## config.mk

```make
export PLATFORM = sky130hd
export DESIGN_NAME = supv_reset_top
export DESIGN_NICKNAME = d
export VERILOG_FILES = /design/src/rtl/supv_pkg.sv /design/src/rtl/supv_datapath.sv /design/src/rtl/supv_control.sv /design/src/rtl/supv_reset_top.sv
export SDC_FILE = /design/constraint.sdc
export NUM_CORES = 1
export LEC_CHECK = 0
export BUFFER_PORTS_ARGS = -buffer_cell sky130_fd_sc_hd__buf_2
export CAP_MARGIN = 20
export CORE_UTILIZATION = 61
export DETAILED_ROUTE_END_ITERATION = 10
export HOLD_SLACK_MARGIN = 0.05
export PLACE_DENSITY = 0.79
export SLEW_MARGIN = 20
export SYNTH_ARGS = -nofsm -noshare
export SYNTH_HDL_FRONTEND = slang
export SYNTH_SLANG_ARGS = --single-unit
```

## constraint.sdc

```tcl
create_clock -name clk -period 2.85 [get_ports clk]
set_input_delay 0.57 -clock clk [delete_from_list [all_inputs] [get_ports clk]]
set_output_delay 0.57 -clock clk [all_outputs]
set_load 0.005 [all_outputs]
```

## src/rtl/supv_pkg.sv

```systemverilog
package supv_pkg;

  typedef enum logic {
    ST_HOLD = 1'b0,
    ST_RUN  = 1'b1
  } supvState_e;

  // strobes from control to datapath
  typedef struct packed {
    logic tbClr;    // restart the shared prescaler
    logic holdClr;  // clear the hold-off counter
    logic holdEn;   // let the hold-off counter advance on ticks
    logic wdClr;    // clear the watchdog counter
    logic wdEn;     // let the watchdog counter advance on ticks
  } ctlStrobe_t;

  localparam logic [1:0] WD_SEL_OFF = 2'b11;

endpackage

```

## src/rtl/supv_datapath.sv

```systemverilog
module supv_datapath
  import supv_pkg::*;
#(
  parameter int PRESCALE    = 125000,
  parameter int HOLD_TICKS  = 200,
  parameter int WD_SHORT    = 200,
  parameter int WD_MID      = 600,
  parameter int WD_LONG     = 1400,
  parameter int SYNC_STAGES = 2
) (
  input  logic       clk,
  input  logic       porOk,
  input  logic       wdIn,
  input  logic [1:0] wdSel,
  input  ctlStrobe_t ctl,
  output logic       holdDone,
  output logic       wdExpire,
  output logic       wdFall
);

  localparam int PW = $clog2(PRESCALE + 1);
  localparam int HW = $clog2(HOLD_TICKS + 1);
  localparam int CW = $clog2(WD_LONG + 1);

  logic [PW-1:0] pCnt;
  logic [HW-1:0] holdCnt;
  logic [CW-1:0] wdCnt;
  logic [CW-1:0] wdLimitM1;
  logic          tickRaw;
  logic [SYNC_STAGES-1:0] syncQ;
  logic          wdLast;

  // shared timebase
  assign tickRaw = (pCnt == PW'(PRESCALE - 1));

  always_ff @(posedge clk or negedge porOk) begin
    if (!porOk)          pCnt <= '0;
    else if (ctl.tbClr)  pCnt <= '0;
    else if (tickRaw)    pCnt <= '0;
    else                 pCnt <= pCnt + 1'b1;
  end

  // hold-off counter
  assign holdDone = tickRaw && (holdCnt == HW'(HOLD_TICKS - 1));

  always_ff @(posedge clk or negedge porOk) begin
    if (!porOk)                       holdCnt <= '0;
    else if (ctl.holdClr)             holdCnt <= '0;
    else if (ctl.holdEn && tickRaw)   holdCnt <= holdDone ? '0 : holdCnt + 1'b1;
  end

  // input synchronizer chain
  generate
    for (genvar s = 0; s < SYNC_STAGES; s++) begin : g_sync
      if (s == 0) begin : g_first
        always_ff @(posedge clk or negedge porOk) begin
          if (!porOk) syncQ[0] <= 1'b0;
          else        syncQ[0] <= wdIn;
        end
      end else begin : g_next
        always_ff @(posedge clk or negedge porOk) begin
          if (!porOk) syncQ[s] <= 1'b0;
          else        syncQ[s] <= syncQ[s-1];
        end
      end
    end
  endgenerate

  always_ff @(posedge clk or negedge porOk) begin
    if (!porOk) wdLast <= 1'b0;
    else        wdLast <= syncQ[SYNC_STAGES-1];
  end

  assign wdFall = wdLast && !syncQ[SYNC_STAGES-1];

  // watchdog period selection
  always_comb begin
    unique case (wdSel)
      2'b00:   wdLimitM1 = CW'(WD_SHORT - 1);
      2'b01:   wdLimitM1 = CW'(WD_MID - 1);
      default: wdLimitM1 = CW'(WD_LONG - 1);
    endcase
  end

  // >= keeps expiry reachable if the selection shrinks mid-count
  assign wdExpire = (wdSel != WD_SEL_OFF) && tickRaw && !wdFall &&
                    (wdCnt >= wdLimitM1);

  always_ff @(posedge clk or negedge porOk) begin
    if (!porOk)                               wdCnt <= '0;
    else if (ctl.wdClr || wdSel == WD_SEL_OFF) wdCnt <= '0;
    else if (ctl.wdEn && tickRaw)             wdCnt <= wdExpire ? '0 : wdCnt + 1'b1;
  end

  // a timebase restart leaves the prescaler at zero
  p_tb_restart_r2: assert property (@(posedge clk) disable iff (!porOk)
    ctl.tbClr |=> (pCnt == '0));

  // hold-off counter never runs past its terminal count
  p_hold_bound_r4: assert property (@(posedge clk) disable iff (!porOk)
    holdCnt < HW'(HOLD_TICKS));

  // a detected falling edge restarts the watchdog count
  p_fall_clears_r8: assert property (@(posedge clk) disable iff (!porOk)
    wdFall |=> (wdCnt == '0));

  // watchdog counter idles while switched off
  p_off_idle_r7: assert property (@(posedge clk) disable iff (!porOk)
    (wdSel == WD_SEL_OFF) |=> (wdCnt == '0));

endmodule

```

## src/rtl/supv_control.sv

```systemverilog
module supv_control
  import supv_pkg::*;
(
  input  logic       clk,
  input  logic       porOk,
  input  logic       supplyLow,
  input  logic       holdDone,
  input  logic       wdExpire,
  input  logic       wdFall,
  output ctlStrobe_t ctl,
  output logic       isRun
);

  supvState_e state, stateNxt;
  logic goHold;

  always_ff @(posedge clk or negedge porOk) begin
    if (!porOk) state <= ST_HOLD;
    else        state <= stateNxt;
  end

  always_comb begin
    ctl      = '0;
    stateNxt = state;
    goHold   = 1'b0;
    unique case (state)
      ST_HOLD: begin
        ctl.holdEn  = 1'b1;
        ctl.wdClr   = 1'b1;
        ctl.holdClr = supplyLow;
        ctl.tbClr   = supplyLow;
        if (!supplyLow && holdDone) stateNxt = ST_RUN;
      end
      default: begin
        goHold      = supplyLow || wdExpire;
        ctl.holdClr = 1'b1;
        ctl.wdEn    = 1'b1;
        ctl.wdClr   = wdFall;
        ctl.tbClr   = wdFall || goHold;
        if (goHold) stateNxt = ST_HOLD;
      end
    endcase
  end

  assign isRun = (state == ST_RUN);

  // a low supply puts reset back on at the next edge
  p_low_to_hold_r3: assert property (@(posedge clk) disable iff (!porOk)
    supplyLow |=> !isRun);

  // release only follows a completed hold-off with the supply good
  p_release_r2: assert property (@(posedge clk) disable iff (!porOk)
    $rose(isRun) |-> ($past(holdDone) && !$past(supplyLow)));

  // an expiry while running drives reset active
  p_expire_r9: assert property (@(posedge clk) disable iff (!porOk)
    (isRun && wdExpire) |=> !isRun);

endmodule

```

## src/rtl/supv_reset_top.sv

```systemverilog
module supv_reset_top
  import supv_pkg::*;
#(
  parameter int PRESCALE    = 125000,
  parameter int HOLD_TICKS  = 200,
  parameter int WD_SHORT    = 200,
  parameter int WD_MID      = 600,
  parameter int WD_LONG     = 1400,
  parameter int SYNC_STAGES = 2
) (
  input  logic       clk,
  input  logic       porOk,
  input  logic       supplyLow,
  input  logic       wdIn,
  input  logic [1:0] wdSel,
  output logic       rstOutN,
  output logic       rstDriveEn
);

  ctlStrobe_t ctl;
  logic holdDone, wdExpire, wdFall, isRun;

  supv_datapath #(
    .PRESCALE   (PRESCALE),
    .HOLD_TICKS (HOLD_TICKS),
    .WD_SHORT   (WD_SHORT),
    .WD_MID     (WD_MID),
    .WD_LONG    (WD_LONG),
    .SYNC_STAGES(SYNC_STAGES)
  ) u_dp (
    .clk     (clk),
    .porOk   (porOk),
    .wdIn    (wdIn),
    .wdSel   (wdSel),
    .ctl     (ctl),
    .holdDone(holdDone),
    .wdExpire(wdExpire),
    .wdFall  (wdFall)
  );

  supv_control u_ctl (
    .clk      (clk),
    .porOk    (porOk),
    .supplyLow(supplyLow),
    .holdDone (holdDone),
    .wdExpire (wdExpire),
    .wdFall   (wdFall),
    .ctl      (ctl),
    .isRun    (isRun)
  );

  assign rstOutN    = isRun;
  assign rstDriveEn = !isRun;

  // reset is active whenever the power-good flag is low
  p_por_reset_r1: assert property (@(posedge clk) !porOk |-> !rstOutN);

endmodule

```

Word-level counts from Yosys, hierarchy flattened --
Cells that the tools add are included. Widths: inputs -> output; s select.
Word-level totals: bits in writable memories 0, input port bits 6, word-level logic and storage cells 50, latch bits 0, output and inout port bits 2, memories 0, bits in read-only memories 0, register bits after elaboration 40
Operators by class: bitwise logic cells 0, muxes and demuxes 16, equal/unequal tests 5, reductions and logical operators 18, multiply operators 0, div/mod/pow operators 0, shift-type cells 0, $add $sub $neg 3, $lt $le $gt $ge 1
Operators by type and width (count):
- $mux 17 | 2
- $mux 11 | 3
- $mux 8 | 3
- $pmux 11 s2 | 1
- $add 17x1->17 const B | 1
- $eq 17x17->1 const B | 1
- $add 11x1->11 const B | 1
- $ge 11x11->1 | 1
- $add 8x1->8 const B | 1
- $eq 8x8->1 const B | 1
- $logic_and 1x1->1 | 8
- $mux 1 | 6
- $logic_not 1->1 | 4
- $reduce_bool 2->1 | 2
- $logic_or 1x1->1 | 3
- $eq 2x1->1 const B | 1
- $eq 2x2->1 const B | 1
- $logic_not 2->1 | 1
- $mux 2 | 1
- $ne 2x2->1 const B | 1

Longest topological paths before layout --
Gate-level depths: netlist of run 1.
depth in word-level cells 9, mapped depth 8, gate-level depth less buffers 8

Cells and area by module --
Synthesis of run 1 repeated with hierarchy kept, for this count alone.
Second synthesis, totals: cell total of the unflattened synthesis 237, area total of the unflattened synthesis 2200.9 µm²
Modules (own cells, without submodules):
- supv_datapath | cells an instance 227, instances 1, area an instance 2124.5 µm², seq. area each 975.9 µm²
- supv_control | cells an instance 9, instances 1, area an instance 72.6 µm², seq. area each 25.0 µm²
- supv_reset_top | cells an instance 1, instances 1, area an instance 3.8 µm², seq. area each 0.0 µm²

Worst setup path before layout of run 1 --
No wires, ideal clock.
path kind register to register, start point register u_dp.pCnt[5], end point register u_dp.holdCnt[0], period minus slack after synthesis 2.080 ns, data required time 2.772 ns, setup slack 0.770 ns, setup time 0.078 ns, arrival 2.002 ns, cell stages (with the launch flop) 7, buffers on the path 1, path through dfrtp_1 or4b_4 nor4_4 nand2_2 buf_2 or3_1 a21oi_1
Between the ends: word-level cells in the longest chain between the ends 5, elaborated cells between the ends (all ways) 7, classes of those cells 1 x eq/ne; 3 x mux; 3 x reduce/logical
RTL lines:
- start: declaration | RTL line supv_datapath.sv:25 | logic [PW-1:0] pCnt;
- start signal: assignment | RTL line supv_datapath.sv:40 | else pCnt <= pCnt + 1'b1;
- $eq 17x17->1 (*) | RTL line supv_datapath.sv:34 | assign tickRaw = (pCnt == PW'(PRESCALE - 1));
- $logic_and 1x1->1 | RTL line supv_datapath.sv:44 | assign holdDone = tickRaw && (holdCnt == HW'(HOLD_TICKS - 1));
- $mux 8 (2 in series) | RTL line supv_datapath.sv:49 | else if (ctl.holdEn && tickRaw) holdCnt <= holdDone ? '0 : holdCnt + 1'b1;
- $mux 8 | RTL line supv_datapath.sv:48 | else if (ctl.holdClr) holdCnt <= '0;
- end signal: assignment | RTL line supv_datapath.sv:49
- end: declaration | RTL line supv_datapath.sv:26 | logic [HW-1:0] holdCnt;
Mark *: on every way between the ends. The rest lies on a longest branch, timed or not. The select of a mux whose other input is x is not followed. A chain may end at the register's enable or synchronous reset.

Final worst setup path of run 1 --
start point register u_dp.pCnt[5], end point register u_dp.holdCnt[5]
Same word-level chain as after synthesis.

==> out/results.ini, run 1 <==
[run_status]
outcome=finished clean

[timing]
setup_violations=0
whs_ps=354
rsz0062_at_grt=no
slew_viol_final=0
worstMarginPinSlew_ps=875
slew_headroom=0.417
skew_ps=4.63
setup_ws_ps=459
post-route-min-period_ps=2390
finalHoldViolations=0
fmax_mhz=418
fin_setup_tns_ps=0
finalCritPeriodShare=0.839

[synth]
yosys_warnings=0
synth_edf_count=0
ys_seq_area_frac=0.444
synth_seq_cells=40
syn-num-nets=260
synth_top_flop_cell=dfrtp_1
synth_cell_types=44
async_reset_ff_frac=1.00
synth_area_per_cell_um2=9.21
syn_area_um2=2260
postSynthCellCount=245

[layout]
drive_above_1_share=0.102
final-instance-count-excl-fill=300
utilization=0.711
design_area_um2=2450
final_net_count=268
num_antenna_cells=0
syn2layout_area_growth_pct=8.54

[clock_network]
clk_pin_slew_ps=80
root_buffer=clkbuf_8
postCtsHoldBufs=0
post-cts-setup-buffers=0
numCtsBuffers=5
clock_path_buffers=2
cts_sinks=40
ctsHtreeMaxLevel=2
cts_tree=yes
cts_resized=0
insertion_delay_ps=290

[hold_path]
worstHoldPathType=reg2reg

[drt]
drc=0
drt_wl_total_um=4620
routed_via_density=6.23
drt_iter0_markers=137
dr.pass1.iters=4
wl_per_cell_um=15.4
vias=1868
final_antenna_net_count=0

[critical_path]
required_ps=3060
crit_path_end_kind=register
cp.arrival_ps=2600
crit_family=simple AND/OR/NAND/NOR gates
cp-start-kind=register
worst-path-max-fanout=11
worst_path_max_delay_cell=or4b_4
path_cells=or4b_4 > nor4_4 > nand2_2 > or4_1 > a21oi_1
max_stage_delay_ps=570
critical_path_class=reg2reg
critPathBufInv=0

[placement]
routabilityCongestion=0.835
placed_cells=292
place_ws_ps=476
postPlaceCellArea_um2=2340
numPortBuffers=7
dpl.hpwl_um=3170

[floorplan]
fp.dieArea_um2=3950
core_area_um2=3440
io_pins=8
start_util=0.655
fp-row-count=21
chipHeight_um=62.8
die_x_um=62.8

[flow_run]
cap_viol_max_count=0

[grt]
grt_max_degree=41
antenna_found_initial=0
grt_pass1_vias=1769
overflow=0
grt_pass1_wl_um=8310
grt_use_total=0.267

[pwr]
p_per_area_nw_per_um2=440
power_mw=1.08
p_leak_nw=1.03
ir_worst_vdd_mv=0.413

-- cells in the final DEF, fill, tap and decap left out, drive strengths merged, types with 2 or more instances in the layout --
cell type / count
inv: 6
nor3: 5
nand2b: 2
and3: 5
buf: 12
nor2b: 4
o21ai: 3
xnor2: 6
and4: 5
or2: 2
a21oi: 15
a31oi: 7
a211o: 2
ha: 9
a32oi: 2
or4b: 4
nand4: 21
dfrtp: 40
nand2: 23
and2: 4
nand3: 9
xor2: 9
nand4b: 5
clkbuf: 5
nor2: 32
-- power breakdown --
group | internal [mW] | switching, mW
logic | 0.0116 | 0.0263
registers | 0.573 | 0.00450
clock network | 0.259 | 0.203
total | 0.843 | 0.233
-- routing by layer --
layer  share of wire  wire (um)  up-vias  track usage
li1                -          -      916            -
met1            0.49       2280      884        0.393
met2            0.43       1990       63        0.389
met3           0.064        297        5       0.0602
met4           0.010         46        0       0.0843
met5               0          0        -            0
-- state kept, by name (all words and copies together), names as in the netlist --
name	flops
u_dp.syncQ	2
u_dp.wdCnt	11
u_dp.holdCnt	8
u_dp.wdLast	1
u_dp.pCnt	17
u_ctl.isRun	1
-- logic make-up (layout without fill, tap and decap cells) --
group,after synthesis,in the layout,synth area share
simple gates,125,125,0.307
flops,40,40,0.444
compound gates,39,39,0.110
buf+inv,17,26,0.0316
xor+xnor,15,15,0.0582
fa+ha+maj,9,9,0.0499
-- cell usage after synthesis (all sizes together), types with 2 or more instances --
cell     n  share of area
xor2     9          0.035
or4b     4          0.019
a32oi    2         0.0078
dfrtp   40           0.44
and2     4          0.011
ha       9          0.050
o21ai    3         0.0067
nor2    32          0.053
a211o    2         0.0078
buf      4         0.0094
and3     5          0.014
and4     5          0.019
a31oi    7          0.019
or2      2         0.0055
nor2b    4          0.011
nor3     5          0.011
a21oi   15          0.033
clkbuf   7          0.012
nand2   23          0.039
inv      6          0.010
nand4b   5          0.019
nand4   21          0.058
nand2b   2         0.0055
xnor2    6          0.023
nand3    9          0.020
-- final cells by class --
| class | instances | area (um2) |
|---|---|---|
| Fill cell | 264 | 993 |
| Tap cell | 46 | 57.6 |
| Sequential cell | 40 | 1000 |
| Inverter | 6 | 22.5 |
| Timing Repair Buffer | 12 | 72.6 |
| Multi-Input combinational cell | 188 | 1180 |
| Clock buffer | 5 | 68.8 |
| Clock inverter | 3 | 42.5 |
-- final timing paths --
check,from,to,slack (ps),depth (start not counted)
worst max-delay path,u_dp.pCnt[5],u_dp.holdCnt[5],460,5
worst min-delay path,u_dp.syncQ[0],u_dp.syncQ[1],350,0
worst max register to register,u_dp.pCnt[5],u_dp.holdCnt[5],460,5
worst min register to register,u_dp.syncQ[0],u_dp.syncQ[1],350,0
max in group asynchronous,porOk,u_dp.pCnt[7],1910,1
min in group asynchronous,porOk,u_dp.holdCnt[0],390,1
Note: power is estimated with default switching activity, not from simulation.
==> run 2, diff against run 1 <==
Clock period 2.85 ns to 2.2 ns, I/O delays scaled along.
==> out/results.ini, run 2 (synthesis gave the netlist of run 1 again) <==
[run_status]
outcome=finished clean

[floorplan]
die_x_um=62.8  ; unchanged
start_util=0.655  ; unchanged
chipHeight_um=62.8  ; unchanged
io_pins=8  ; unchanged
fp.dieArea_um2=3950  ; unchanged
core_area_um2=3440  ; unchanged
fp-row-count=21  ; unchanged

[timing]
setup_violations=0  ; unchanged
slew_headroom=0.660  ; +0.243
finalHoldViolations=0  ; unchanged
worstMarginPinSlew_ps=510  ; -365 ps
post-route-min-period_ps=2180  ; -207 ps
fin_setup_tns_ps=0  ; unchanged
finalCritPeriodShare=0.993  ; +0.154
skew_ps=4.99  ; +0.357 ps
fmax_mhz=458  ; +9.5%
slew_viol_final=0  ; unchanged

[flow_run]
cap_viol_max_count=0  ; unchanged

[drt]
routed_via_density=6.29  ; +1.1%
drt_wl_total_um=5210  ; +13%
final_antenna_net_count=0  ; unchanged
wl_per_cell_um=16.4  ; +6.8%
dr.pass1.iters=4  ; unchanged
drt_iter0_markers=176  ; +28%
drc=0  ; unchanged
vias=1995  ; +6.8%

[hold_path]
worstHoldPathType=in2async

[placement]
numPortBuffers=7  ; unchanged
dpl.hpwl_um=3310  ; +4.4%
routabilityCongestion=0.839  ; +0.47%
placed_cells=303  ; +3.8%

[layout]
final_net_count=285  ; +6.3%
regMostFlops=u_dp.pCnt
mostFrequentLayoutCells=dfrtp_1 (39), nor2_1 (32), nand2_1 (22)
final_common_cell=dfrtp_1
syn2layout_area_growth_pct=16.5
top_regs=u_dp.pCnt: 17 flops, u_dp.wdCnt: 11 flops, u_dp.holdCnt: 8 flops
final-instance-count-excl-fill=317  ; +5.7%
n_fill_cell=231  ; -13%
drive_above_1_share=0.192  ; +0.0895
num_antenna_cells=0  ; unchanged
largest_register_ffs=17  ; unchanged

[clock_network]
insertion_delay_ps=290  ; about the same
root_buffer=clkbuf_8
ctsHtreeMaxLevel=2  ; unchanged
cts_sinks=40  ; unchanged
numCtsBuffers=5  ; unchanged
clock_path_buffers=2  ; unchanged
cts_tree=yes
postCtsHoldBufs=0  ; unchanged
clk_pin_slew_ps=80  ; about the same

[grt]
grt_max_degree=41  ; unchanged
antenna_found_initial=0  ; unchanged
overflow=0  ; unchanged
grt_pass1_vias=1848  ; +4.5%
grt_pass1_wl_um=8410  ; +1.3%
grt_use_total=0.274  ; +0.00719

[critical_path]
worst-path-max-fanout=6  ; -5
crit_path_end_kind=register
cp.arrival_ps=2400  ; -200 ps
required_ps=2420  ; -640 ps
cp-start-kind=register
critical_path_class=reg2reg

[pwr]
p_clk_frac=0.385  ; -0.044
p_int_mw=1.01  ; +20%
switching_share=0.227  ; +0.0101
p_sw_mw=0.298  ; +28%
seq_power_share=0.569  ; +0.033
ir_worst_vdd_mv=0.524  ; +27%
p_leak_nw=1.14  ; +9.9%
p_per_area_nw_per_um2=499  ; +14%
p_comb_frac=0.046  ; +0.011

[run 2: through the flow]
step	worst slack (ps)	total power, mW	instance area [um2]	hold slack (ps)	utilization
2_1_floorplan	120	0.787	2260	144	-
3_3_place_gp	107	0.820	2440	346	0.710
3_5_place_dp	30.8	0.821	2440	336	0.710
4_1_cts	6.77	1.32	2540	222	0.739
5_1_grt	-54.0	1.35	2630	243	0.763
6_report	16.2	1.31	2630	204	0.763
[run 2: critical path, stage by stage (launching register included)]
cell and delay [ps]:
dfrtp_2 440, or4b_4 500, nor4_4 330, nand2_2 150
or4b_4 510, a21oi_2 180
[run 2: final cells by class]
class                           count  area (um2)  share of cell area
Sequential cell                    40        1000               0.381
Clock buffer                        6        82.6              0.0314
Inverter                            6        22.5             0.00857
Timing Repair Buffer               29         229              0.0871
Multi-Input combinational cell    188        1220               0.466
Tap cell                           46        57.6              0.0219
Clock inverter                      2        10.0             0.00381
[run 2: path summary, 6_finish.rpt]
check                               from              end  slack [ps]  depth (start not counted)
max                        u_dp.pCnt[10]  u_dp.holdCnt[4]          20                          5
min                                porOk    u_dp.pCnt[16]         200                          2
max reg2reg                u_dp.pCnt[10]  u_dp.holdCnt[4]          20                          5
min reg2reg                u_dp.syncQ[0]    u_dp.syncQ[1]         360                          0
max in group asynchronous          porOk    u_dp.pCnt[10]        1630                          2
min in group clk                    wdIn    u_dp.syncQ[0]         250                          1
[run 2: power groups by stage]
| stage | Combinational (mW) | Clock, mW | Sequential [mW] |
|---|---|---|---|
| after floorplan | 0.0257 | 0 | 0.761 |
| after global placement | 0.0591 | 0 | 0.761 |
| after detailed placement | 0.0599 | 0 | 0.761 |
| after CTS | 0.0604 | 0.509 | 0.747 |
| after global routing | 0.0686 | 0.530 | 0.747 |
| final | 0.0600 | 0.505 | 0.747 |
[run 2: metal layers]
metal,part of all wire,up-vias,track usage
li1,-,946,-
met5,0,-,0
met1,0.46,955,0.384
met4,0.022,0,0.108
met3,0.060,12,0.0511
met2,0.46,82,0.421
[run 2: repair_timing]
| action | in CTS | in global routing |
|---|---|---|
| pin swaps | 0 | 6 |
| resized for setup | 0 | 10 |
| setup endpoints to repair | 1 | 21 |
| setup buffers | 1 | 5 |
